===== config.mk =====
export PLATFORM = sky130hd
export DESIGN_NAME = vc_steer_arb
export DESIGN_NICKNAME = d
export VERILOG_FILES = /design/src/rtl/vc_steer_pkg.sv /design/src/rtl/vc_cfg_shadow.sv /design/src/rtl/vc_prio_calc.sv /design/src/rtl/vc_rx_router.sv /design/src/rtl/vc_tx_arbiter.sv /design/src/rtl/vc_steer_arb.sv
export SDC_FILE = /design/constraint.sdc
export NUM_CORES = 1
export LEC_CHECK = 0
export BUFFER_PORTS_ARGS = -buffer_cell sky130_fd_sc_hd__buf_4
export CAP_MARGIN = 15
export CORE_MARGIN = 8
export CORE_UTILIZATION = 32
export DETAILED_ROUTE_END_ITERATION = 7
export PLACE_DENSITY = 0.78
export SLEW_MARGIN = 0
export SYNTH_ARGS = -nofsm -noshare
export SYNTH_HDL_FRONTEND = slang
export SYNTH_SLANG_ARGS = --single-unit
export TNS_END_PERCENT = 5

===== constraint.sdc =====
create_clock -name clk -period 2.4 [get_ports clk]
set_input_delay 0 -clock clk [delete_from_list [all_inputs] [get_ports clk]]
set_output_delay 0 -clock clk [all_outputs]
set_load 0.02 [all_outputs]

===== src/rtl/vc_steer_pkg.sv =====
package vc_steer_pkg;
   typedef enum logic {
      ARB_STRICT = 1'b0,
      ARB_RR     = 1'b1
   } arb_mode_e;
endpackage


===== src/rtl/vc_cfg_shadow.sv =====
module vc_cfg_shadow
   import vc_steer_pkg::*;
#(
   parameter int NUM_VC = 4
) (
   input  logic              clk,
   input  logic              rst_n,
   input  logic [NUM_VC-1:0] cfg_en,
   input  logic              cfg_rr,
   input  logic              busy,
   output logic [NUM_VC-1:0] act_en,
   output arb_mode_e         act_mode
);
   always_ff @(posedge clk) begin
      if (!rst_n) begin
         act_en   <= '0;
         act_mode <= ARB_STRICT;
      end else if (!busy) begin
         act_en   <= cfg_en;
         act_mode <= arb_mode_e'(cfg_rr);
      end
   end
endmodule


===== src/rtl/vc_prio_calc.sv =====
module vc_prio_calc #(
   parameter int NUM_VC = 4,
   localparam int VC_W = $clog2(NUM_VC)
) (
   input  logic [NUM_VC-1:0] act_en,
   input  logic [VC_W-1:0]   lo_req_vc,
   output logic              top_ok,
   output logic [VC_W-1:0]   top_vc,
   output logic [VC_W-1:0]   lo_vc
);
   always_comb begin
      top_ok = 1'b0;
      top_vc = '0;
      for (int i = 0; i < NUM_VC; i++) begin
         if (act_en[i]) begin
            top_ok = 1'b1;
            top_vc = VC_W'(i);
         end
      end
   end

   always_comb begin
      lo_vc = '0;
      if (act_en[lo_req_vc] && lo_req_vc != top_vc) begin
         lo_vc = lo_req_vc;
      end else begin
         for (int i = 0; i < NUM_VC; i++) begin
            if (act_en[i] && VC_W'(i) < top_vc) lo_vc = VC_W'(i);
         end
      end
   end
endmodule


===== src/rtl/vc_rx_router.sv =====
module vc_rx_router #(
   parameter int NUM_VC = 4,
   localparam int VC_W = $clog2(NUM_VC)
) (
   input  logic              clk,
   input  logic              rst_n,
   input  logic [NUM_VC-1:0] act_en,
   input  logic              top_ok,
   input  logic [VC_W-1:0]   top_vc,
   input  logic              rx_valid,
   input  logic [VC_W-1:0]   rx_vc,
   input  logic              rx_last,
   output logic              rx_ready,
   output logic              hi_valid,
   input  logic              hi_ready,
   output logic              lo_valid,
   input  logic              lo_ready,
   output logic              rx_mid,
   output logic              drop_err
);
   logic to_hi, to_lo, to_drop, rx_acc;

   always_comb begin
      to_hi   = top_ok && (rx_vc == top_vc);
      to_lo   = top_ok && act_en[rx_vc] && !to_hi;
      to_drop = !to_hi && !to_lo;
   end

   assign hi_valid = rx_valid && to_hi;
   assign lo_valid = rx_valid && to_lo;
   assign rx_ready = to_hi ? hi_ready : (to_lo ? lo_ready : 1'b1);
   assign rx_acc   = rx_valid && rx_ready;

   always_ff @(posedge clk) begin
      if (!rst_n) begin
         rx_mid   <= 1'b0;
         drop_err <= 1'b0;
      end else begin
         if (rx_acc) rx_mid <= !rx_last;
         if (rx_valid && to_drop) drop_err <= 1'b1;
      end
   end
endmodule


===== src/rtl/vc_tx_arbiter.sv =====
module vc_tx_arbiter
   import vc_steer_pkg::*;
#(
   parameter int NUM_VC   = 4,
   parameter bit ALLOW_RR = 1'b1,
   localparam int VC_W = $clog2(NUM_VC)
) (
   input  logic            clk,
   input  logic            rst_n,
   input  arb_mode_e       act_mode,
   input  logic            top_ok,
   input  logic [VC_W-1:0] hi_vc,
   input  logic [VC_W-1:0] lo_vc,
   input  logic            hi_valid,
   input  logic            lo_valid,
   input  logic            tx_ready,
   output logic            cur_lo,
   output logic [VC_W-1:0] cur_vc,
   output logic            tx_valid,
   output logic            hi_ready,
   output logic            lo_ready,
   input  logic            tx_last,
   output logic            locked
);
   logic            own_lo;
   logic [VC_W-1:0] own_vc;
   logic [VC_W-1:0] rr_ptr;
   logic [NUM_VC-1:0] req;
   logic            strict_lo, rr_lo, pick_lo;

   always_comb begin
      req = '0;
      if (top_ok) begin
         if (hi_valid) req[hi_vc] = 1'b1;
         if (lo_valid) req[lo_vc] = 1'b1;
      end
   end

   assign strict_lo = lo_valid && !(hi_valid && hi_vc >= lo_vc);

   generate
      if (ALLOW_RR) begin : g_rr
         logic            found;
         logic [VC_W-1:0] win_vc;
         always_comb begin
            found  = 1'b0;
            win_vc = '0;
            for (int k = 0; k < NUM_VC; k++) begin
               if (!found && req[rr_ptr + VC_W'(k)]) begin
                  found  = 1'b1;
                  win_vc = rr_ptr + VC_W'(k);
               end
            end
            rr_lo = found && lo_valid && (win_vc == lo_vc) &&
                    !(hi_valid && hi_vc == win_vc);
         end
      end else begin : g_strict_only
         assign rr_lo = strict_lo;
      end
   endgenerate

   assign pick_lo  = (act_mode == ARB_RR) ? rr_lo : strict_lo;
   assign cur_lo   = locked ? own_lo : pick_lo;
   assign cur_vc   = locked ? own_vc : (cur_lo ? lo_vc : hi_vc);
   assign tx_valid = top_ok && (cur_lo ? lo_valid : hi_valid);
   assign hi_ready = top_ok && !cur_lo && tx_ready;
   assign lo_ready = top_ok && cur_lo && tx_ready;

   always_ff @(posedge clk) begin
      if (!rst_n) begin
         locked <= 1'b0;
         own_lo <= 1'b0;
         own_vc <= '0;
         rr_ptr <= '0;
      end else if (tx_valid && tx_ready) begin
         if (tx_last) begin
            locked <= 1'b0;
            rr_ptr <= cur_vc + 1'b1;
         end else begin
            locked <= 1'b1;
            own_lo <= cur_lo;
            own_vc <= cur_vc;
         end
      end
   end
endmodule


===== src/rtl/vc_steer_arb.sv =====
module vc_steer_arb
   import vc_steer_pkg::*;
#(
   parameter int DATA_W   = 32,
   parameter int NUM_VC   = 4,
   parameter bit ALLOW_RR = 1'b1,
   localparam int VC_W = $clog2(NUM_VC)
) (
   input  logic              clk,
   input  logic              rst_n,
   input  logic [NUM_VC-1:0] cfg_vc_en,
   input  logic              cfg_rr_mode,
   input  logic              rx_valid,
   output logic              rx_ready,
   input  logic [VC_W-1:0]   rx_vc,
   input  logic [DATA_W-1:0] rx_data,
   input  logic              rx_last,
   output logic              hi_out_valid,
   input  logic              hi_out_ready,
   output logic [DATA_W-1:0] hi_out_data,
   output logic              hi_out_last,
   output logic              lo_out_valid,
   input  logic              lo_out_ready,
   output logic [DATA_W-1:0] lo_out_data,
   output logic [VC_W-1:0]   lo_out_vc,
   output logic              lo_out_last,
   input  logic              hi_in_valid,
   output logic              hi_in_ready,
   input  logic [DATA_W-1:0] hi_in_data,
   input  logic              hi_in_last,
   input  logic              lo_in_valid,
   output logic              lo_in_ready,
   input  logic [DATA_W-1:0] lo_in_data,
   input  logic [VC_W-1:0]   lo_in_vc,
   input  logic              lo_in_last,
   output logic              tx_valid,
   input  logic              tx_ready,
   output logic [DATA_W-1:0] tx_data,
   output logic [VC_W-1:0]   tx_vc,
   output logic              tx_last,
   output logic              rx_drop_err
);
   generate
      if (NUM_VC < 2 || (1 << VC_W) != NUM_VC) begin : g_bad_vc
         $error("NUM_VC must be a power of two of at least 2");
      end
      if (DATA_W < 1) begin : g_bad_w
         $error("DATA_W must be positive");
      end
   endgenerate

   logic [NUM_VC-1:0] act_en;
   arb_mode_e         act_mode;
   logic              top_ok;
   logic [VC_W-1:0]   top_vc, lo_tag;
   logic              rx_mid, tx_locked, sel_lo;

   vc_cfg_shadow #(.NUM_VC(NUM_VC)) u_cfg (
      .clk(clk), .rst_n(rst_n), .cfg_en(cfg_vc_en), .cfg_rr(cfg_rr_mode),
      .busy(rx_mid || tx_locked), .act_en(act_en), .act_mode(act_mode)
   );

   vc_prio_calc #(.NUM_VC(NUM_VC)) u_prio (
      .act_en(act_en), .lo_req_vc(lo_in_vc),
      .top_ok(top_ok), .top_vc(top_vc), .lo_vc(lo_tag)
   );

   vc_rx_router #(.NUM_VC(NUM_VC)) u_rx (
      .clk(clk), .rst_n(rst_n), .act_en(act_en), .top_ok(top_ok), .top_vc(top_vc),
      .rx_valid(rx_valid), .rx_vc(rx_vc), .rx_last(rx_last), .rx_ready(rx_ready),
      .hi_valid(hi_out_valid), .hi_ready(hi_out_ready),
      .lo_valid(lo_out_valid), .lo_ready(lo_out_ready),
      .rx_mid(rx_mid), .drop_err(rx_drop_err)
   );

   assign hi_out_data = rx_data;
   assign hi_out_last = rx_last;
   assign lo_out_data = rx_data;
   assign lo_out_last = rx_last;
   assign lo_out_vc   = rx_vc;

   vc_tx_arbiter #(.NUM_VC(NUM_VC), .ALLOW_RR(ALLOW_RR)) u_arb (
      .clk(clk), .rst_n(rst_n), .act_mode(act_mode), .top_ok(top_ok),
      .hi_vc(top_vc), .lo_vc(lo_tag), .hi_valid(hi_in_valid), .lo_valid(lo_in_valid),
      .tx_ready(tx_ready), .cur_lo(sel_lo), .cur_vc(tx_vc), .tx_valid(tx_valid),
      .hi_ready(hi_in_ready), .lo_ready(lo_in_ready), .tx_last(tx_last),
      .locked(tx_locked)
   );

   assign tx_data = sel_lo ? lo_in_data : hi_in_data;
   assign tx_last = sel_lo ? lo_in_last : hi_in_last;
endmodule


# After elaboration in Yosys (flattened, before gate mapping)
# Cells that the tools add are included.
[word_totals]
output_inout_bits = 110
register_bits = 13
elab_cells = 122
input_bits = 116
[classes]
n_mux = 49
n_reduce_logical = 41
n_eq_ne = 4
magnitude_cmp = 14
add_sub_neg = 4
bitwise_logic = 2
[op_table]
columns = ["op", "n"]
rows = [
  ["2-to-1 mux 32 bit", 1],
  ["logical AND 1 bit", 29],
  ["2-to-1 mux 1 bit", 25],
  ["< comparator 2 x 3 -> 1 bit, second input constant", 8],
  ["2-to-1 mux 2 bit", 11],
  ["2-to-1 mux 4 bit", 4],
  ["binary-select mux 1 bit (select 2 bit)", 6],
  ["logical NOT 1 bit", 9],
  ["== test 2 bit", 3],
  ["adder 2 x 1 -> 2 bit, second input constant", 2],
  ["adder 2 bit, second input constant", 2],
  ["demux 1 bit (select 2 bit)", 2],
  ["greater-or-equal comparator 2 x 1 -> 1 bit, second input constant", 2],
  ["< comparator 2 bit, first input constant", 2],
  ["OR 4 bit", 1],
  ["AND reduction 2 bit", 2],
  ["greater-or-equal comparator 2 bit", 1],
  ["< comparator 1 x 2 -> 1 bit, first input constant", 1],
  ["inequality test 2 bit", 1],
  ["logical OR 1 bit", 1],
  ["inverter 1 bit", 1],
]

# Logic depth before layout (Yosys ltp)
[depth]
depth_word = 38
ltp_mapped = 15
ltp_nobuf = 13

# Cells and area by module
# From an unflattened synthesis, not the netlist that was laid out.
[unflattened]
cells_unflattened = 273
hier_area_um2 = 2402.3
[by_module_without_submodules]
columns = ["mod", "cells_each", "area_per_inst_um2", "seq_area_each_um2", "instances"]
rows = [
  ["vc_steer_arb", 106, 1072.3, 0.0, 1],
  ["vc_tx_arbiter", 117, 864.6, 120.1, 1],
  ["vc_rx_router", 22, 201.4, 40.0, 1],
  ["vc_cfg_shadow", 16, 192.7, 100.1, 1],
  ["vc_prio_calc", 12, 71.3, 0.0, 1],
]

# Least setup slack after synthesis
# OpenSTA, ideal clock, no wires.
[synth_timing]
path_kind = "register to register"
start = "register u_cfg.act_en[2]"
end = "register u_arb.rr_ptr[1]"
synth_period_minus_slack_ns = 2.737
t_arrival_ns = 2.649
required_ns = 2.312
path_buffers = 1
setup_slack_ns = -0.337
path_stages_with_launch = 15
setup_time_ns = 0.088
cell_sequence = "dfxtp_1 > buf_2 > o21ai_0 > a21oi_1 > nand2_1 > inv_1 > ha_1 > nor2b_1 > o21ai_0 > a21oi_1 > nor3b_1 > o211ai_1 > nor3b_2 > nand3_1 > a311oi_2"
[synth_between]
elab_cells_between_ends = 76
classes_between = "1 x add/sub; 8 x order compare; 3 x eq/ne; 40 x mux; 1 x bitwise; 23 x reduce/logical"
[synth_lines]
columns = ["item", "line", "source"]
rows = [
  ["start, declared", "vc_cfg_shadow.sv:11", "output logic [NUM_VC-1:0] act_en,"],
  ["start signal, assigned", "vc_cfg_shadow.sv:19", "act_en <= cfg_en;"],
  ["2-to-1 mux 2 bit (2 in a row)", "vc_prio_calc.sv:15", "if (act_en[i]) begin"],
  ["< comparator 1 x 2 -> 1 bit", "vc_prio_calc.sv:28", "if (act_en[i] && VC_W'(i) < top_vc) lo_vc = VC_W'(i);"],
  ["logical AND 1 bit", "vc_prio_calc.sv:28", ""],
  ["2-to-1 mux 1 bit", "vc_prio_calc.sv:28", ""],
  ["2-to-1 mux 2 bit (2 in a row)", "vc_prio_calc.sv:28", ""],
  ["2-to-1 mux 2 bit", "vc_prio_calc.sv:24", "if (act_en[lo_req_vc] && lo_req_vc != top_vc) begin"],
  ["< comparator 2 x 3 -> 1 bit (implied by the code) / greater-or-equal comparator 2 x 1 -> 1 bit (equally long branches)", "vc_tx_arbiter.sv:35", "if (lo_valid) req[lo_vc] = 1'b1;"],
  ["logical AND 1 bit (implied by the code)", "vc_tx_arbiter.sv:35", ""],
  ["[... 18 more ...]", "n/a", ""],
  ["logical AND 1 bit", "vc_tx_arbiter.sv:55", "!(hi_valid && hi_vc == win_vc);"],
  ["logical NOT 1 bit", "vc_tx_arbiter.sv:55", ""],
  ["logical AND 1 bit", "vc_tx_arbiter.sv:54", "rr_lo = found && lo_valid && (win_vc == lo_vc) &&"],
  ["2-to-1 mux 1 bit", "vc_tx_arbiter.sv:62", "assign pick_lo = (act_mode == ARB_RR) ? rr_lo : strict_lo;"],
  ["2-to-1 mux 1 bit", "vc_tx_arbiter.sv:63", "assign cur_lo = locked ? own_lo : pick_lo;"],
  ["2-to-1 mux 2 bit (*) (2 in a row)", "vc_tx_arbiter.sv:64", "assign cur_vc = locked ? own_vc : (cur_lo ? lo_vc : hi_vc);"],
  ["via tx_vc[0]", "vc_steer_arb.sv:39", "output logic [VC_W-1:0] tx_vc,"],
  ["adder 2 x 1 -> 2 bit (*)", "vc_tx_arbiter.sv:78", "rr_ptr <= cur_vc + 1'b1;"],
  ["end signal, assigned", "vc_tx_arbiter.sv:78", ""],
  ["end, declared", "vc_tx_arbiter.sv:27", "logic [VC_W-1:0] rr_ptr;"],
]
# Mark *: on every way through the listed nets, which the timed path passes. The rest lies on a longest branch. The select of a mux whose other input is x is not followed.
# A chain may end at the register's enable or synchronous reset.

# Worst setup path in the final report
[layout_timing]
start = "register u_cfg.act_en[3]"
end = "output port tx_vc[1]"
[layout_between]
elab_chain_len = 34
elab_cells_between_ends = 68
classes_between = "8 x order compare; 3 x eq/ne; 36 x mux; 1 x bitwise; 20 x reduce/logical"
[layout_rtl]
columns = ["item", "line", "source"]
rows = [
  ["2-to-1 mux 2 bit", "vc_prio_calc.sv:15", ""],
  ["< comparator 1 x 2 -> 1 bit", "vc_prio_calc.sv:28", ""],
  ["logical AND 1 bit", "vc_prio_calc.sv:28", ""],
  ["2-to-1 mux 1 bit", "vc_prio_calc.sv:28", ""],
  ["2-to-1 mux 2 bit (2 in a row)", "vc_prio_calc.sv:28", ""],
  ["2-to-1 mux 2 bit", "vc_prio_calc.sv:24", ""],
  ["< comparator 2 x 3 -> 1 bit (implied by the code) / greater-or-equal comparator 2 x 1 -> 1 bit (equally long branches)", "vc_tx_arbiter.sv:35", ""],
  ["logical AND 1 bit (implied by the code)", "vc_tx_arbiter.sv:35", ""],
  ["[... 16 more ...]", "n/a", ""],
  ["2-to-1 mux 2 bit", "vc_tx_arbiter.sv:49", "if (!found && req[rr_ptr + VC_W'(k)]) begin"],
  ["== test 2 bit", "vc_tx_arbiter.sv:55", ""],
  ["logical AND 1 bit", "vc_tx_arbiter.sv:55", ""],
  ["logical NOT 1 bit", "vc_tx_arbiter.sv:55", ""],
  ["logical AND 1 bit", "vc_tx_arbiter.sv:54", ""],
  ["2-to-1 mux 1 bit", "vc_tx_arbiter.sv:62", ""],
  ["2-to-1 mux 1 bit", "vc_tx_arbiter.sv:63", ""],
  ["2-to-1 mux 2 bit (*) (2 in a row)", "vc_tx_arbiter.sv:64", ""],
  ["end, declared", "vc_steer_arb.sv:39", ""],
]
# Every way passes the cells marked *; elsewhere a longest branch is shown, timed or not. The select of a mux whose other input is x is not followed.

==> run summary <==
The flow ran to the end, but the final reports show violations. The final reports fail on setup timing. The fraction of the mapped netlist area in adder cells came out at 0.585%. Setup repair after global routing could not meet its margin everywhere. The maximum VDD drop came out at 0.318 mV. In the layout the commonest cells are 148 x sky130_fd_sc_hd__buf_4, 33 x sky130_fd_sc_hd__mux2_2, 21 x sky130_fd_sc_hd__nand2_1, 21 x sky130_fd_sc_hd__buf_6, 15 x sky130_fd_sc_hd__a21oi_1.

The latest clock arrival within the worst-skew pair is 0.25 ns. The most common library cell in the layout ignoring fill and taps is sky130_fd_sc_hd__buf_4. The initial utilization of the core area, before any placement, comes to 33.3%.

The number of remaining DRC errors is 0. The fraction of layout instances using a drive strength above 1 is 64.7%. The CTS H-tree depth came out at 1.

The number of clock buffers inserted by TritonCTS came out at 3. The share of flip-flops with an asynchronous set or reset is 0%. The pin count of the biggest net entering global routing came out at 15.

The worst hold path belongs to the class input port to output port. At the end of routability-driven placement, the weighted congestion stood at 0.900. The highest-delay cell along the critical path is sky130_fd_sc_hd__dfxtp_4. The total area inside the core boundary comes to 6420 µm². Excluding fillers, the count of instances in the completed layout stands at 457. Synthesis produced a netlist with a net count of 395. The number of warning messages in the yosys log is 0. The type of destination of the critical path is an output port. After routing, the total negative slack on setup checks comes to -11.84 ns. The pre-CTS setup slack came out at -0.337 ns. The setup slack of the worst register-to-register path came out at -0.27 ns. The first-pass detailed-route iteration total came out at 4. The tool flagged a number of max-cap violations equal to 0. Setup violations remaining at the end of the flow were counted as 43. In this run, flip-flops and latches consume 17.5% of the power. The clock net sink count came out at 13.

The floorplan has 29 rows. The cell area after synthesis is 2140 µm². The clock root buffer master is sky130_fd_sc_hd__clkbuf_8. The count of buffers inserted at the top-level ports is 129. The post-synthesis sequential element count came out at 13. The number of flops mapped to enable cells by yosys is 0. The transition at the pin with the smallest max-transition slack is 0.553 ns. The worst setup path is launched from a flop. The reported net switching power is 0.599 mW. The ratio of final minimum period to clock period is 114%.

The routed wire length per instance came out at 18.9 µm. The worst-case setup margin in the final layout came out at -0.345 ns. In the final design database the tool counted 498 nets. In this run the remaining antenna-violating nets after routing total 0. The total global routing track utilization is 16.8%. The arrival time at the worst endpoint came out at 2.74 ns. The count of buffer and inverter cells on the critical path is 5. Dividing total power by cell area gives a power density of 442 nW/µm².

Counting every instance in the synthesized netlist gives 278. Summing internal, switching and leakage power gives 1.49 mW. The clock network fraction of design power is 13.4%. The first global-routing pass estimated 13300 µm of wire. The remaining global-route overflow came out at 0.

Walking the worst path, the cells encountered are nand2_2 > a21o_4 > nand2_4 > inv_2 > ha_1 > nor2b_1 > o21ai_1 > a21oi_2 > buf_4 > buf_4 > nor3_1 > a221o_1 > buf_4 > nand2_2 > buf_6. The count of distinct cell types in the synthesized netlist came out at 51. The ratio of routed vias to standard cells came out at 5.11. The relative area change from synthesis to final layout came out at 57.3%. Counting I/O delays and the setup requirement, the final critical path takes 2.74 ns.

Wires add up to 8630 µm. The number of top-level design ports came out at 226. The final count of hold timing violations is 0. The deepest clock path buffer count came out at 2. The family with the most delay on the worst path is compound AO/OA/AOI/OAI gates. The final-report max-slew violation count came out at 0. The height of the chip is 97.7 µm.

TritonCTS built the clock tree. The met1 routed wirelength after detailed routing is 3240 µm. Measured against its own limit, the worst slew margin works out to 63.1%. Net switching is 40.3% of the power. For this run, the leading register cell type out of synthesis is sky130_fd_sc_hd__dfxtp_1.

The floorplan die width came out at 97.7 µm. The highest signal layer in the routed design is met4. Per report_power, the combinational group accounts for 69.1% of the total. The required time of the critical path came out at 2.40 ns.

For this run, the share of the core covered by cells in the final layout is 52.4%. In the detailed route, the total length drawn on met3 is 530 µm. Summing the areas of all and, or, nand and nor instances in the mapped netlist gives 17.4% of the synthesized area.

After synthesis, the largest family of logic cells by area is buffers and inverters. The full die area came out at 9550 µm². Summed over all nets, the half-perimeter wirelength after detailed placement is 6760 µm. The worst clock skew is 0.00455 ns. The classification of the worst setup path is flop to output port. The mean cell area of the mapped netlist came out at 7.69 µm².

The total placed cells including tap cells came out at 437. The maximum cell stage delay along the critical path is 0.40 ns. The routed layout has 2337 vias.

The share of synthesized area occupied by flip-flops and latches came out at 12.2%. The via count of the first global-routing pass is 2570. The starting DRC count in detailed routing is 125. The most numerous cell type found on the critical path is sky130_fd_sc_hd__buf_4. The met2 wire length came out at 4760 µm.

The initial antenna violation count is 0. By area the synthesized netlist is led by sky130_fd_sc_hd__buf_4 25%, sky130_fd_sc_hd__mux2_2 17%, sky130_fd_sc_hd__dfxtp_1 12%. The timing-limited maximum frequency is 364 MHz. The largest total area in the synthesized netlist belongs to sky130_fd_sc_hd__buf_4. The analysis attributes to cell leakage a power of 1.54 nW. Summing the areas of all xor and xnor instances in the mapped netlist gives 0% of the synthesized area.

Summing the areas of all compound-gate instances in the mapped netlist gives 21.4% of the synthesized area. The top fanout value on the critical path is 7. The clock slew seen by the registers of the worst setup and hold paths is 0.06 ns. The total inserted antenna cells is 0. The internal portion of the total power is 0.889 mW. The area share of the leading cell type in the synthesized netlist came out at 24.9%. The mux cell area share after synthesis came out at 20.2%.
[kinds of logic (layout without fill, tap and decap cells)]
| family | after synthesis | in the layout |
|---|---|---|
| buffers and inverters | 87 | 189 |
| and+or+nand+nor | 74 | 74 |
| AOI/OAI and AO/OA | 66 | 66 |
| muxes | 37 | 37 |
| DFF | 13 | 13 |
| adders and majority gates | 1 | 1 |
[power by group through the flow]
stage               Sequential, mW  Combinational, mW  Clock [mW]
floorplan                    0.254              0.666           0
detailed placement           0.263              0.901           0
global placement             0.263              0.888           0
CTS                          0.260               1.01       0.202
finish                       0.261               1.03       0.200
global route                 0.264               1.09       0.214
[per-stage QoR]
step           hold WS (ns)  instance area [µm²]
3_3_place_gp       0.000200                 2990
2_1_floorplan         0.110                 2250
4_1_cts            0.000200                 3340
6_report         0.00000977                 3360
5_1_grt           0.0000442                 3360
3_5_place_dp       0.000200                 2990
[path summary, 6_finish.rpt]
| path | to | cells after the start | start |
|---|---|---|---|
| worst max register to register | u_arb.rr_ptr[1] | 14 | u_cfg.act_en[3] |
| worst min register to register | u_arb.own_vc[1] | 2 | u_arb.own_vc[1] |
| worst max-delay path | tx_vc[1] | 15 | u_cfg.act_en[3] |
| worst min-delay path | lo_out_data[31] | 0 | rx_data[31] |
[synth_stat cells (all sizes together) (3+ instances only)]
cell type,count
nor2,12
nor3,4
a21oi,19
a31oi,5
mux2,34
o211ai,3
a21o,5
nand2,26
buf,78
dfxtp,13
a311oi,3
inv,7
nor3b,4
nor2b,6
o21ai,12
nand3,8
[routing by layer]
| layer | up-vias | track usage [%] |
|---|---|---|
| li1 | 1130 | - |
| met1 | 1109 | 18.7 |
| met2 | 84 | 31.3 |
| met3 | 14 | 3.19 |
| met4 | 0 | 5.52 |
| met5 | - | 0 |
[worst reg2reg max path: stages (launching register included)]
cell	delay (ns)
sky130_fd_sc_hd__dfxtp_4	0.40
sky130_fd_sc_hd__nand2_2	0.07
sky130_fd_sc_hd__a21o_4	0.21
sky130_fd_sc_hd__nand2_4	0.09
sky130_fd_sc_hd__inv_2	0.04
sky130_fd_sc_hd__ha_1	0.28
sky130_fd_sc_hd__nor2b_1	0.12
sky130_fd_sc_hd__o21ai_1	0.10
sky130_fd_sc_hd__a21oi_2	0.22
sky130_fd_sc_hd__buf_4	0.14
sky130_fd_sc_hd__buf_4	0.11
sky130_fd_sc_hd__nor3_1	0.04
sky130_fd_sc_hd__a221o_1	0.35
sky130_fd_sc_hd__a21o_1	0.19
sky130_fd_sc_hd__a311oi_2	0.24
[registers in the layout (all words and copies together) (netlist names)]
register and flops:
u_arb.locked 1, u_arb.own_lo 1, u_arb.own_vc 2, u_arb.rr_ptr 2
u_cfg.act_en 4, u_cfg.act_mode 1, u_rx.drop_err 1, u_rx.rx_mid 1
[timing repair]
| action | 4_1_cts | 5_1_grt |
|---|---|---|
| endpoints found under the hold margin | 5 | 0 |
| pin swaps | 14 | 0 |
| gates cloned | 1 | 0 |
| endpoints found under the setup margin | 44 | 44 |
| resized for setup | 41 | 6 |
| hold buffers | 6 | 0 |
| buffers inserted | 9 | 0 |
[area by class of cell]
type	instances	area, µm²
clock buffers	3	41.3
multi-input cells	178	1470
flip-flops and latches	13	270
inverters	8	30.0
well taps	77	96.3
repair buffers	177	1460
clock inverters	1	5.00
fillers	543	3060
(Power assumes the default switching activity.)
